$ cat src/rtl/pit_channel_pkg.sv
`timescale 1ns/1ps
package pit_channel_pkg;

    typedef enum logic [2:0] {
        MODE_TERM_SW   = 3'd0,
        MODE_ONESHOT   = 3'd1,
        MODE_RATE      = 3'd2,
        MODE_SQUARE    = 3'd3,
        MODE_STROBE_SW = 3'd4,
        MODE_STROBE_HW = 3'd5
    } chan_mode_e;

    // Codes 6 and 7 alias the two periodic modes.
    function automatic chan_mode_e decode_mode(input logic [2:0] code);
        case (code)
            3'd6:    return MODE_RATE;
            3'd7:    return MODE_SQUARE;
            default: return chan_mode_e'(code);
        endcase
    endfunction

    function automatic logic idle_level(input chan_mode_e m);
        return (m == MODE_ONESHOT) || (m == MODE_SQUARE);
    endfunction

    function automatic logic gate_qualifies(input chan_mode_e m);
        return (m != MODE_ONESHOT) && (m != MODE_STROBE_HW);
    endfunction

    function automatic logic edge_restarts(input chan_mode_e m);
        return (m == MODE_ONESHOT) || (m == MODE_RATE) ||
               (m == MODE_SQUARE)  || (m == MODE_STROBE_HW);
    endfunction

endpackage

$ cat src/rtl/pit_dec.sv
`timescale 1ns/1ps
module pit_dec #(
    parameter int W = 16
) (
    input  logic [W-1:0] val,
    input  logic         bcd,
    output logic [W-1:0] res
);
    localparam int DIGITS = W / 4;
    localparam logic [W-1:0] UNIT = W'(1);

    logic [W-1:0] bcd_res;
    logic         borrow;
    logic [3:0]   nib;

    always_comb begin
        borrow  = 1'b1;
        bcd_res = '0;
        nib     = '0;
        for (int i = 0; i < DIGITS; i++) begin
            nib = val[i*4 +: 4];
            if (!borrow)
                bcd_res[i*4 +: 4] = nib;
            else if (nib == 4'd0)
                bcd_res[i*4 +: 4] = 4'd9;
            else
                bcd_res[i*4 +: 4] = nib - 4'd1;
            borrow = borrow && (nib == 4'd0);
        end
    end

    assign res = bcd ? bcd_res : (val - UNIT);

endmodule

$ cat src/rtl/pit_gate_edge.sv
`timescale 1ns/1ps
module pit_gate_edge #(
    parameter logic RST_LEVEL = 1'b1
) (
    input  logic clk,
    input  logic rst_n,
    input  logic gate,
    output logic rise
);
    logic prev_d, prev_q;

    always_comb begin
        prev_d = gate;
    end

    always_ff @(posedge clk) begin
        if (!rst_n) prev_q <= RST_LEVEL;
        else        prev_q <= prev_d;
    end

    assign rise = gate && !prev_q;

endmodule

$ cat src/rtl/pit_channel.sv
`timescale 1ns/1ps
module pit_channel
    import pit_channel_pkg::*;
#(
    parameter int CNT_W    = 16,
    parameter int CHAN_IDX = 0
) (
    input  logic             clk,
    input  logic             rst_n,
    input  logic             tick,
    input  logic             gate,
    input  logic             cfg_wr,
    input  logic [2:0]       cfg_mode,
    input  logic             cfg_bcd,
    input  logic             load,
    input  logic [CNT_W-1:0] load_value,
    output logic [CNT_W-1:0] count,
    output logic             out
);
    localparam logic GATE_RST = (CHAN_IDX == 0) || (CHAN_IDX == 1);
    localparam logic [CNT_W-1:0] ONE = CNT_W'(1);
    localparam logic [CNT_W-1:0] TWO = CNT_W'(2);

    typedef struct packed {
        chan_mode_e       mode;
        logic             bcd;
        logic             enabled;
        logic             running;
        logic             done;
        logic             out;
        logic [CNT_W-1:0] cnt;
        logic [CNT_W-1:0] init;
    } chan_state_t;

    chan_state_t st_d, st_q;
    logic [CNT_W-1:0] cnt_m1, cnt_m2, init_m1;
    logic gate_rise, tick_ok;

    pit_dec #(.W(CNT_W)) u_dec_one (.val(st_q.cnt),  .bcd(st_q.bcd), .res(cnt_m1));
    pit_dec #(.W(CNT_W)) u_dec_two (.val(cnt_m1),    .bcd(st_q.bcd), .res(cnt_m2));
    pit_dec #(.W(CNT_W)) u_dec_ini (.val(st_q.init), .bcd(st_q.bcd), .res(init_m1));

    pit_gate_edge #(.RST_LEVEL(GATE_RST)) u_gate (
        .clk(clk), .rst_n(rst_n), .gate(gate), .rise(gate_rise)
    );

    assign tick_ok = tick && (gate || !gate_qualifies(st_q.mode));

    always_comb begin
        st_d = st_q;
        if (cfg_wr) begin
            st_d.mode    = decode_mode(cfg_mode);
            st_d.bcd     = cfg_bcd;
            st_d.enabled = 1'b1;
            st_d.running = 1'b0;
            st_d.done    = 1'b0;
            st_d.out     = idle_level(decode_mode(cfg_mode));
        end
        if (load) begin
            st_d.init    = load_value;
            st_d.cnt     = load_value;
            st_d.done    = 1'b0;
            st_d.running = st_d.enabled;
            st_d.out     = st_d.enabled && idle_level(st_d.mode);
        end else if (st_q.running && !cfg_wr && gate_rise && edge_restarts(st_q.mode)) begin
            st_d.cnt  = st_q.init;
            st_d.done = 1'b0;
            st_d.out  = idle_level(st_q.mode);
        end else if (st_q.running && !cfg_wr && tick_ok) begin
            case (st_q.mode)
                MODE_TERM_SW: begin
                    st_d.cnt = cnt_m1;
                    if (st_q.cnt == ONE) st_d.out = 1'b1;
                end
                MODE_ONESHOT: begin
                    st_d.cnt = cnt_m1;
                    if (st_q.cnt == ONE) st_d.out = 1'b0;
                end
                MODE_RATE: begin
                    if (st_q.cnt == ONE) begin
                        st_d.cnt = st_q.init;
                        st_d.out = 1'b1;
                    end else begin
                        st_d.cnt = cnt_m1;
                        st_d.out = 1'b0;
                    end
                end
                MODE_SQUARE: begin
                    if (st_q.init == ONE) begin
                        st_d.cnt = st_q.cnt;
                    end else if (st_q.cnt == TWO) begin
                        st_d.cnt = st_q.init;
                        st_d.out = !st_q.out;
                    end else if (st_q.cnt == ONE) begin
                        st_d.cnt = init_m1;
                        st_d.out = !st_q.out;
                    end else begin
                        st_d.cnt = cnt_m2;
                    end
                end
                MODE_STROBE_SW, MODE_STROBE_HW: begin
                    st_d.cnt = cnt_m1;
                    if (st_q.cnt == ONE && !st_q.done) begin
                        st_d.out  = 1'b1;
                        st_d.done = 1'b1;
                    end else begin
                        st_d.out = 1'b0;
                    end
                end
                default: st_d = st_q;
            endcase
        end
    end

    always_ff @(posedge clk) begin
        if (!rst_n) begin
            st_q.mode    <= MODE_TERM_SW;
            st_q.bcd     <= 1'b0;
            st_q.enabled <= 1'b0;
            st_q.running <= 1'b0;
            st_q.done    <= 1'b0;
            st_q.out     <= 1'b0;
            st_q.cnt     <= '0;
            st_q.init    <= '0;
        end else begin
            st_q <= st_d;
        end
    end

    assign count = st_q.cnt;
    assign out   = st_q.out;

endmodule

$ cat config.mk
export PLATFORM = sky130hd
export DESIGN_NAME = pit_channel
export DESIGN_NICKNAME = d
export VERILOG_FILES = /design/src/rtl/pit_channel_pkg.sv /design/src/rtl/pit_dec.sv /design/src/rtl/pit_gate_edge.sv /design/src/rtl/pit_channel.sv
export SDC_FILE = /design/constraint.sdc
export NUM_CORES = 1
export LEC_CHECK = 0
export BUFFER_PORTS_ARGS = -buffer_cell sky130_fd_sc_hd__buf_2
export CAP_MARGIN = 25
export CORE_MARGIN = 2
export CORE_UTILIZATION = 32
export CTS_CLUSTER_DIAMETER = 200
export DETAILED_ROUTE_END_ITERATION = 12
export PLACE_DENSITY = 0.57
export SYNTH_ARGS = -nofsm -noshare
export SYNTH_HDL_FRONTEND = slang
export SYNTH_HIERARCHICAL = 1
export SYNTH_SLANG_ARGS = --single-unit
$ cat constraint.sdc
create_clock -name clk -period 4.95 [get_ports clk]
set_input_delay 0.99 -clock clk [delete_from_list [all_inputs] [get_ports clk]]
set_output_delay 0.99 -clock clk [all_outputs]
set_load 0.02 [all_outputs]
==> results of run 1 <==
-- through the flow --
stage | total power, W | cell area [sq um] | setup slack [ns]
3_5_place_dp | 0.000816 | 4520 | 1.41
5_1_grt | 0.00128 | 4730 | 1.17
2_1_floorplan | 0.000711 | 4310 | 1.97
3_3_place_gp | 0.000809 | 4520 | 1.55
6_report | 0.00121 | 4730 | 1.44
4_1_cts | 0.00121 | 4690 | 1.46
-- sequential cells by signal (all words and copies together), names as in the netlist --
register       count
st_q              23
count             16
u_gate/prev_q      1
out                1
-- logic make-up after synthesis --
group           count (synthesis)  share of synthesized area
simple gates                  244                      0.316
compound gates                174                      0.273
buf+inv                        56                     0.0734
flops                          41                      0.190
mux                            35                     0.0874
xor+xnor                       21                     0.0427
fa+ha+maj                       6                     0.0174
-- routing by layer --
layer / vias up / part of all wire / wire [um] / track usage
met5: - / 0 / 0 / 0
met4: 0 / 0.018 / 258 / 0.0706
met3: 24 / 0.074 / 1080 / 0.0342
met2: 193 / 0.44 / 6440 / 0.306
met1: 2229 / 0.47 / 6760 / 0.289
li1: 2167 / - / - / -
-- power by group through the flow --
stage | Clock, W | Combinational (W) | Sequential [W]
after floorplan | 0 | 0.000321 | 0.000389
after global placement | 0 | 0.000399 | 0.000410
after detailed placement | 0 | 0.000404 | 0.000412
after CTS | 0.000398 | 0.000407 | 0.000404
after global routing | 0.000415 | 0.000458 | 0.000410
final | 0.000390 | 0.000415 | 0.000406
-- tightest hold or removal path, stage by stage, from the launching register on --
cell and delay [ns]:
dfxtp_1 0.33, nor2_1 0.06, nor2b_1 0.10
-- final timing paths --
check,startpoint,to,slack [ns],cells after the start
worst max-delay path,count[0],count[13],1.44,14
worst min register to register,st_q[35],st_q[35],0.53,2
worst max register to register,count[0],count[13],1.44,14
worst min-delay path,st_q[35],st_q[35],0.53,2
-- layout make-up --
| type | instances | area (sq um) | area share |
|---|---|---|---|
| multi-input cells | 480 | 3190 | 0.674 |
| flip-flops and latches | 41 | 821 | 0.174 |
| repair buffers | 51 | 295 | 0.0625 |
| well taps | 176 | 220 | 0.0466 |
| clock buffers | 5 | 125 | 0.0265 |
| clock inverters | 3 | 46.3 | 0.00979 |
| inverters | 9 | 33.8 | 0.00715 |
-- layout by cell type, fill, tap and decap left out, drive strengths merged, types with 3 or more instances in the layout --
cell,count
or4,10
or3,5
a311oi,6
nor2,31
o41ai,6
nor4,11
nor4b,5
a22oi,3
a2111oi,3
xor2,13
ha,6
and2,5
nor2b,25
nand4,4
o31ai,13
clkbuf,7
mux2,21
buf,49
inv,9
mux2i,14
xnor2,8
or2,3
nand2,86
a211o,3
o21ai,43
nand3,20
a221oi,10
nor3,20
a21oi,29
a21boi,7
nand2b,12
o32a,6
o21bai,6
dfxtp,41
a31oi,11
o211ai,12
a21o,8
==> flow_metrics.env, run 1 <==
export IMPL_initial_core_util=0.327
export IMPL_crit_path_max_fanout=9
export IMPL_clock_latency_ns=0.30
export IMPL_path_common_cell="o211ai_1"
export IMPL_worst_pin_slew_ns=1.07
export IMPL_fin_nets=620
export IMPL_p_leak_nw=1.87
export IMPL_relSlewSlack=0.282
export IMPL_numClockSinks=41
export IMPL_post_route_util=0.358
export IMPL_synth_edf_count=0
export IMPL_drtIter0Drc=338
export IMPL_avgRoutedWirePerCell_um=19.0
export IMPL_rows=42
export IMPL_fin_worst_skew_ns=0.0129
export IMPL_rsz0062_at_grt="no"
export IMPL_place_inst=754
export IMPL_timing_fmax_mhz=285
export IMPL_grt_max_degree=43
export IMPL_seqPwrFrac=0.335
export IMPL_post_cts_buffers=0
export IMPL_cpMaxStageDelayCell="dfxtp_1"
export IMPL_timing_critical_path_max_delay_family="simple AND/OR/NAND/NOR gates"
export IMPL_cp_required_ns=5.18
export IMPL_synth_area_top_cells="dfxtp_1, nand2_1, mux2_2, o21ai_0, buf_4"
export IMPL_core_area_sq_um=13200
export IMPL_p_sw_frac=0.377
export IMPL_cts_hold_buf=0
export IMPL_crit_buf_inv=1
export IMPL_fin_cells=765
export IMPL_place_gp_congestion=0.885
export IMPL_grt_overflow_total=0
export IMPL_drive_above_1_share=0.183
export IMPL_holdWs_ns=0.529
export IMPL_cts_resized=0
export IMPL_clk_pin_slew_ns=0.07
export IMPL_ys_warn_count=6
export IMPL_die_area_sq_um=14400
export IMPL_hold_violations=0
export IMPL_viasPerCell=6.03
export IMPL_portBuffers=42
export IMPL_drc=0
export IMPL_setup_viol=0
export IMPL_dp_hpwl_mm=10.6
export IMPL_routed_via_count=4613
export IMPL_htree_levels=2
export IMPL_hold_path_class="flip-flop to flip-flop"
export IMPL_ys_types=66
export IMPL_synth_seq_cells=41
export IMPL_fillers=1416
export IMPL_ir_worst_vdd_uv=125
export IMPL_intPower_w=0.000754
export IMPL_fin_setup_tns_ns=0
export IMPL_synth_most_common_cell="nand2_1"
export IMPL_syn_nets=609
export IMPL_synthArstFlopShare=0
export IMPL_period_share=0.709
export IMPL_cp_cell_sequence="inv_1 -> ha_1 -> and4bb_1 -> nor2_1 -> nor4b_2 -> xor2_1 -> nor3_1 -> nand2_2 -> or3_1 -> o211ai_1 -> nand2_1 -> nand3_1 -> o211ai_1 -> a31oi_1"
export IMPL_p_sw_w=0.000456
export IMPL_slowest_delay_ns=0.50
export IMPL_layout_min_cycle_time_ns=3.51
export IMPL_drtPass1Iterations=7
export IMPL_startpoint_type="flip-flop"
export IMPL_io_pins=43
export IMPL_antenna_left=0
export IMPL_drt_total_wl_mm=14.5
export IMPL_synth_top_cell_area_share=0.190
export IMPL_report_final_slew_viol_count=0
export IMPL_end_kind="flip-flop"
export IMPL_avgSynthCellArea_sq_um=7.47
export IMPL_cap_viol_max_count=0
export IMPL_syn2layout_area_growth_pct=9.67
export IMPL_grt_pass1_wl_mm=23.4
export IMPL_synthTopCellsByCount="nand2_1, dfxtp_1, o21ai_0"
export IMPL_synthCells=577
export IMPL_numCtsBuffers=5
export IMPL_die_x_um=120
export IMPL_dieHeight_um=120
export IMPL_gr_usage_all_layers=0.202
export IMPL_yosysSeqAreaShare=0.190
export IMPL_yosys_area_top_type="dfxtp_1"
export IMPL_netlist_area_sq_um=4310
export IMPL_grt_pass1_vias=4358
export IMPL_clockPowerShare=0.322
export IMPL_status="finished clean"
export IMPL_antenna_found_initial=0
export IMPL_cts_root_buf="clkbuf_16"
export IMPL_p_per_area_nw_per_um2=256
export IMPL_n_antenna_cell=0
export IMPL_combPwrFrac=0.343
export IMPL_cp_arrival_ns=3.73
export IMPL_cts_path_max_buffers=2
export IMPL_ys_flop_type="dfxtp_1"
export IMPL_cts_tree="yes"
export IMPL_critPathKind="flip-flop to flip-flop"
No activity file was read; power rests on OpenSTA's default activity.
==> run 2, diff against run 1 <==
- clock period: 4.95 -> 3.4 ns (I/O delays scaled with it)
==> run 2 against run 1 <==
  * Power rose by 48%
  * Clock-buffer cell count did not move
  * Via count increased by 0.28%
  * Routed wire length shrank 1.4%
  * Core utilization rose by 1.3 points
  * Cell area is 3.5% higher
  * First-iteration DRC count rose by 54%
  * Critical path type unchanged
  * Highest routed layer unchanged
==> flow_metrics.env, run 2 (same netlist as run 1, synthesis figures left out) <==
export IMPL_p_per_area_nw_per_um2=367
export IMPL_fin_worst_skew_ns=0.00639
export IMPL_hold_path_class="flip-flop to flip-flop"
export IMPL_p_leak_nw=1.97
export IMPL_critPathKind="flip-flop to flip-flop"
export IMPL_ir_worst_vdd_uv=155
export IMPL_report_final_slew_viol_count=0
export IMPL_grt_pass1_wl_mm=22.9
export IMPL_rsz0062_at_grt="no"
export IMPL_numClockSinks=41
export IMPL_status="finished clean"
export IMPL_r2r_slack_ns=0.30
export IMPL_hold_path_end="st_q[35]"
export IMPL_drive_above_1_share=0.221
export IMPL_dp_hpwl_mm=10.9
export IMPL_avgRoutedWirePerCell_um=18.3
export IMPL_numCtsBuffers=5
export IMPL_startpoint_type="flip-flop"
export IMPL_core_area_sq_um=13200
export IMPL_place_gp_congestion=0.942
export IMPL_gr_usage_all_layers=0.197
export IMPL_antenna_found_initial=0
export IMPL_cts_root_buf="clkbuf_16"
export IMPL_cpMaxStageDelayCell="nor4_4"
export IMPL_reg2regPathDepth=13
export IMPL_die_area_sq_um=14400
export IMPL_n_antenna_cell=0
export IMPL_drtIter0Drc=520
export IMPL_cts_path_max_buffers=2
export IMPL_syn2layout_area_growth_pct=13.5
export IMPL_cp_cell_sequence="inv_1 -> ha_1 -> nor4b_4 -> nor2_4 -> o31ai_1 -> o41ai_1 -> nor4_4 -> nand4_1 -> nor3_2 -> xor2_1 -> nand2_1 -> a311oi_1 -> o32a_1"
export IMPL_final_common_cell="nand2_1"
export IMPL_routed_via_count=4626
export IMPL_io_pins=43
export IMPL_hold_violations=0
export IMPL_period_share=0.911
export IMPL_cap_viol_max_count=0
export IMPL_largest_register_ffs=23
export IMPL_htree_levels=2
export IMPL_slowest_delay_ns=0.40
export IMPL_r2r_end="count[15]"
export IMPL_regArea_sq_um=822
export IMPL_cts_tree="yes"
export IMPL_cp_arrival_ns=3.33
export IMPL_dieHeight_um=120
export IMPL_multiInputGateArea_sq_um=3220
export IMPL_holdPathStages=2
export IMPL_drtPass1Iterations=5
export IMPL_antenna_left=0
export IMPL_worst_pin_slew_ns=0.819
export IMPL_grt_pass1_vias=4326
export IMPL_min_delay_start="st_q[35]"
export IMPL_drc=0
export IMPL_initial_core_util=0.327
export IMPL_clock_latency_ns=0.29
export IMPL_setup_viol=0
export IMPL_relSlewSlack=0.451
export IMPL_fillers=1370
export IMPL_grt_max_degree=31
export IMPL_viasPerCell=5.91
export IMPL_largest_register="st_q"
export IMPL_fin_setup_tns_ns=0
export IMPL_clk_pin_slew_ns=0.06
export IMPL_cts_hold_buf=0
export IMPL_grt_overflow_total=0
export IMPL_reg2reg_from="count[1]"
export IMPL_cp_required_ns=3.63
export IMPL_drt_total_wl_mm=14.3
export IMPL_post_route_util=0.371
export IMPL_crit_path_max_fanout=8
export IMPL_end_kind="flip-flop"
export IMPL_fin_nets=638
export IMPL_layout_min_cycle_time_ns=3.10
export IMPL_portBuffers=42
export IMPL_rows=42
export IMPL_timing_fmax_mhz=323
export IMPL_final_cell_mix="nand2_1, buf_2, dfxtp_1"
export IMPL_die_x_um=120
==> run 2: per-layer routing <==
layer	global-route usage	wire, um
met1	0.276	6630
met2	0.309	6300
met3	0.0314	1110
met4	0.0596	294
met5	0	0
==> run 2: final cells by class <==
type,count,area share
clock buffers,5,0.0256
clock inverters,3,0.00946
inverters,9,0.00691
multi-input cells,480,0.659
flip-flops and latches,41,0.168
well taps,176,0.0450
repair buffers,69,0.0864
==> run 2: through the flow <==
| step | setup WS, ns | total power [W] | std cells | instance area, sq um | hold slack (ns) |
|---|---|---|---|---|---|
| after floorplan | 0.420 | 0.00103 | 577 | 4310 | 0.473 |
| after global placement | 0.111 | 0.00121 | 773 | 4660 | 0.493 |
| after detailed placement | 0.126 | 0.00122 | 774 | 4670 | 0.494 |
| after CTS | 0.0887 | 0.00179 | 782 | 4840 | 0.513 |
| after global routing | 0.0241 | 0.00190 | 783 | 4890 | 0.532 |
| final | 0.303 | 0.00180 | 783 | 4890 | 0.516 |
==> run 2: worst max-delay path by stage <==
| stage | start | endpoint | slack (ns) |
|---|---|---|---|
| floorplan | count[0] | count[15] | 0.42 |
| global placement | count[1] | count[15] | 0.11 |
| detailed placement | count[1] | count[15] | 0.13 |
| CTS | count[1] | count[15] | 0.09 |
| global route | count[1] | count[15] | 0.02 |
| finish | count[1] | count[15] | 0.30 |
==> run 2: power by group <==
part           leakage (nW)  internal, W  switching, W
clock                0.0800     0.000348      0.000205
combinational          1.55     0.000275      0.000390
sequential            0.339     0.000510     0.0000703
==> run 2: what timing repair did <==
| item | in CTS | in global routing |
|---|---|---|
| resized for setup | 0 | 13 |
| setup buffers | 0 | 1 |
| endpoints found under the hold margin | 0 | 0 |
| endpoints found under the setup margin | 0 | 12 |
==> run 2: worst max-delay path: cells and delay by family, from the launching register on <==
| family | cells | cell delay, ns |
|---|---|---|
| DFF | 1 | 0.36 |
| adders and majority gates | 1 | 0.23 |
| AOI/OAI and AO/OA | 4 | 0.80 |
| and+or+nand+nor | 6 | 1.37 |
| xor gates and xnor gates | 1 | 0.16 |
| buffers and inverters | 1 | 0.12 |
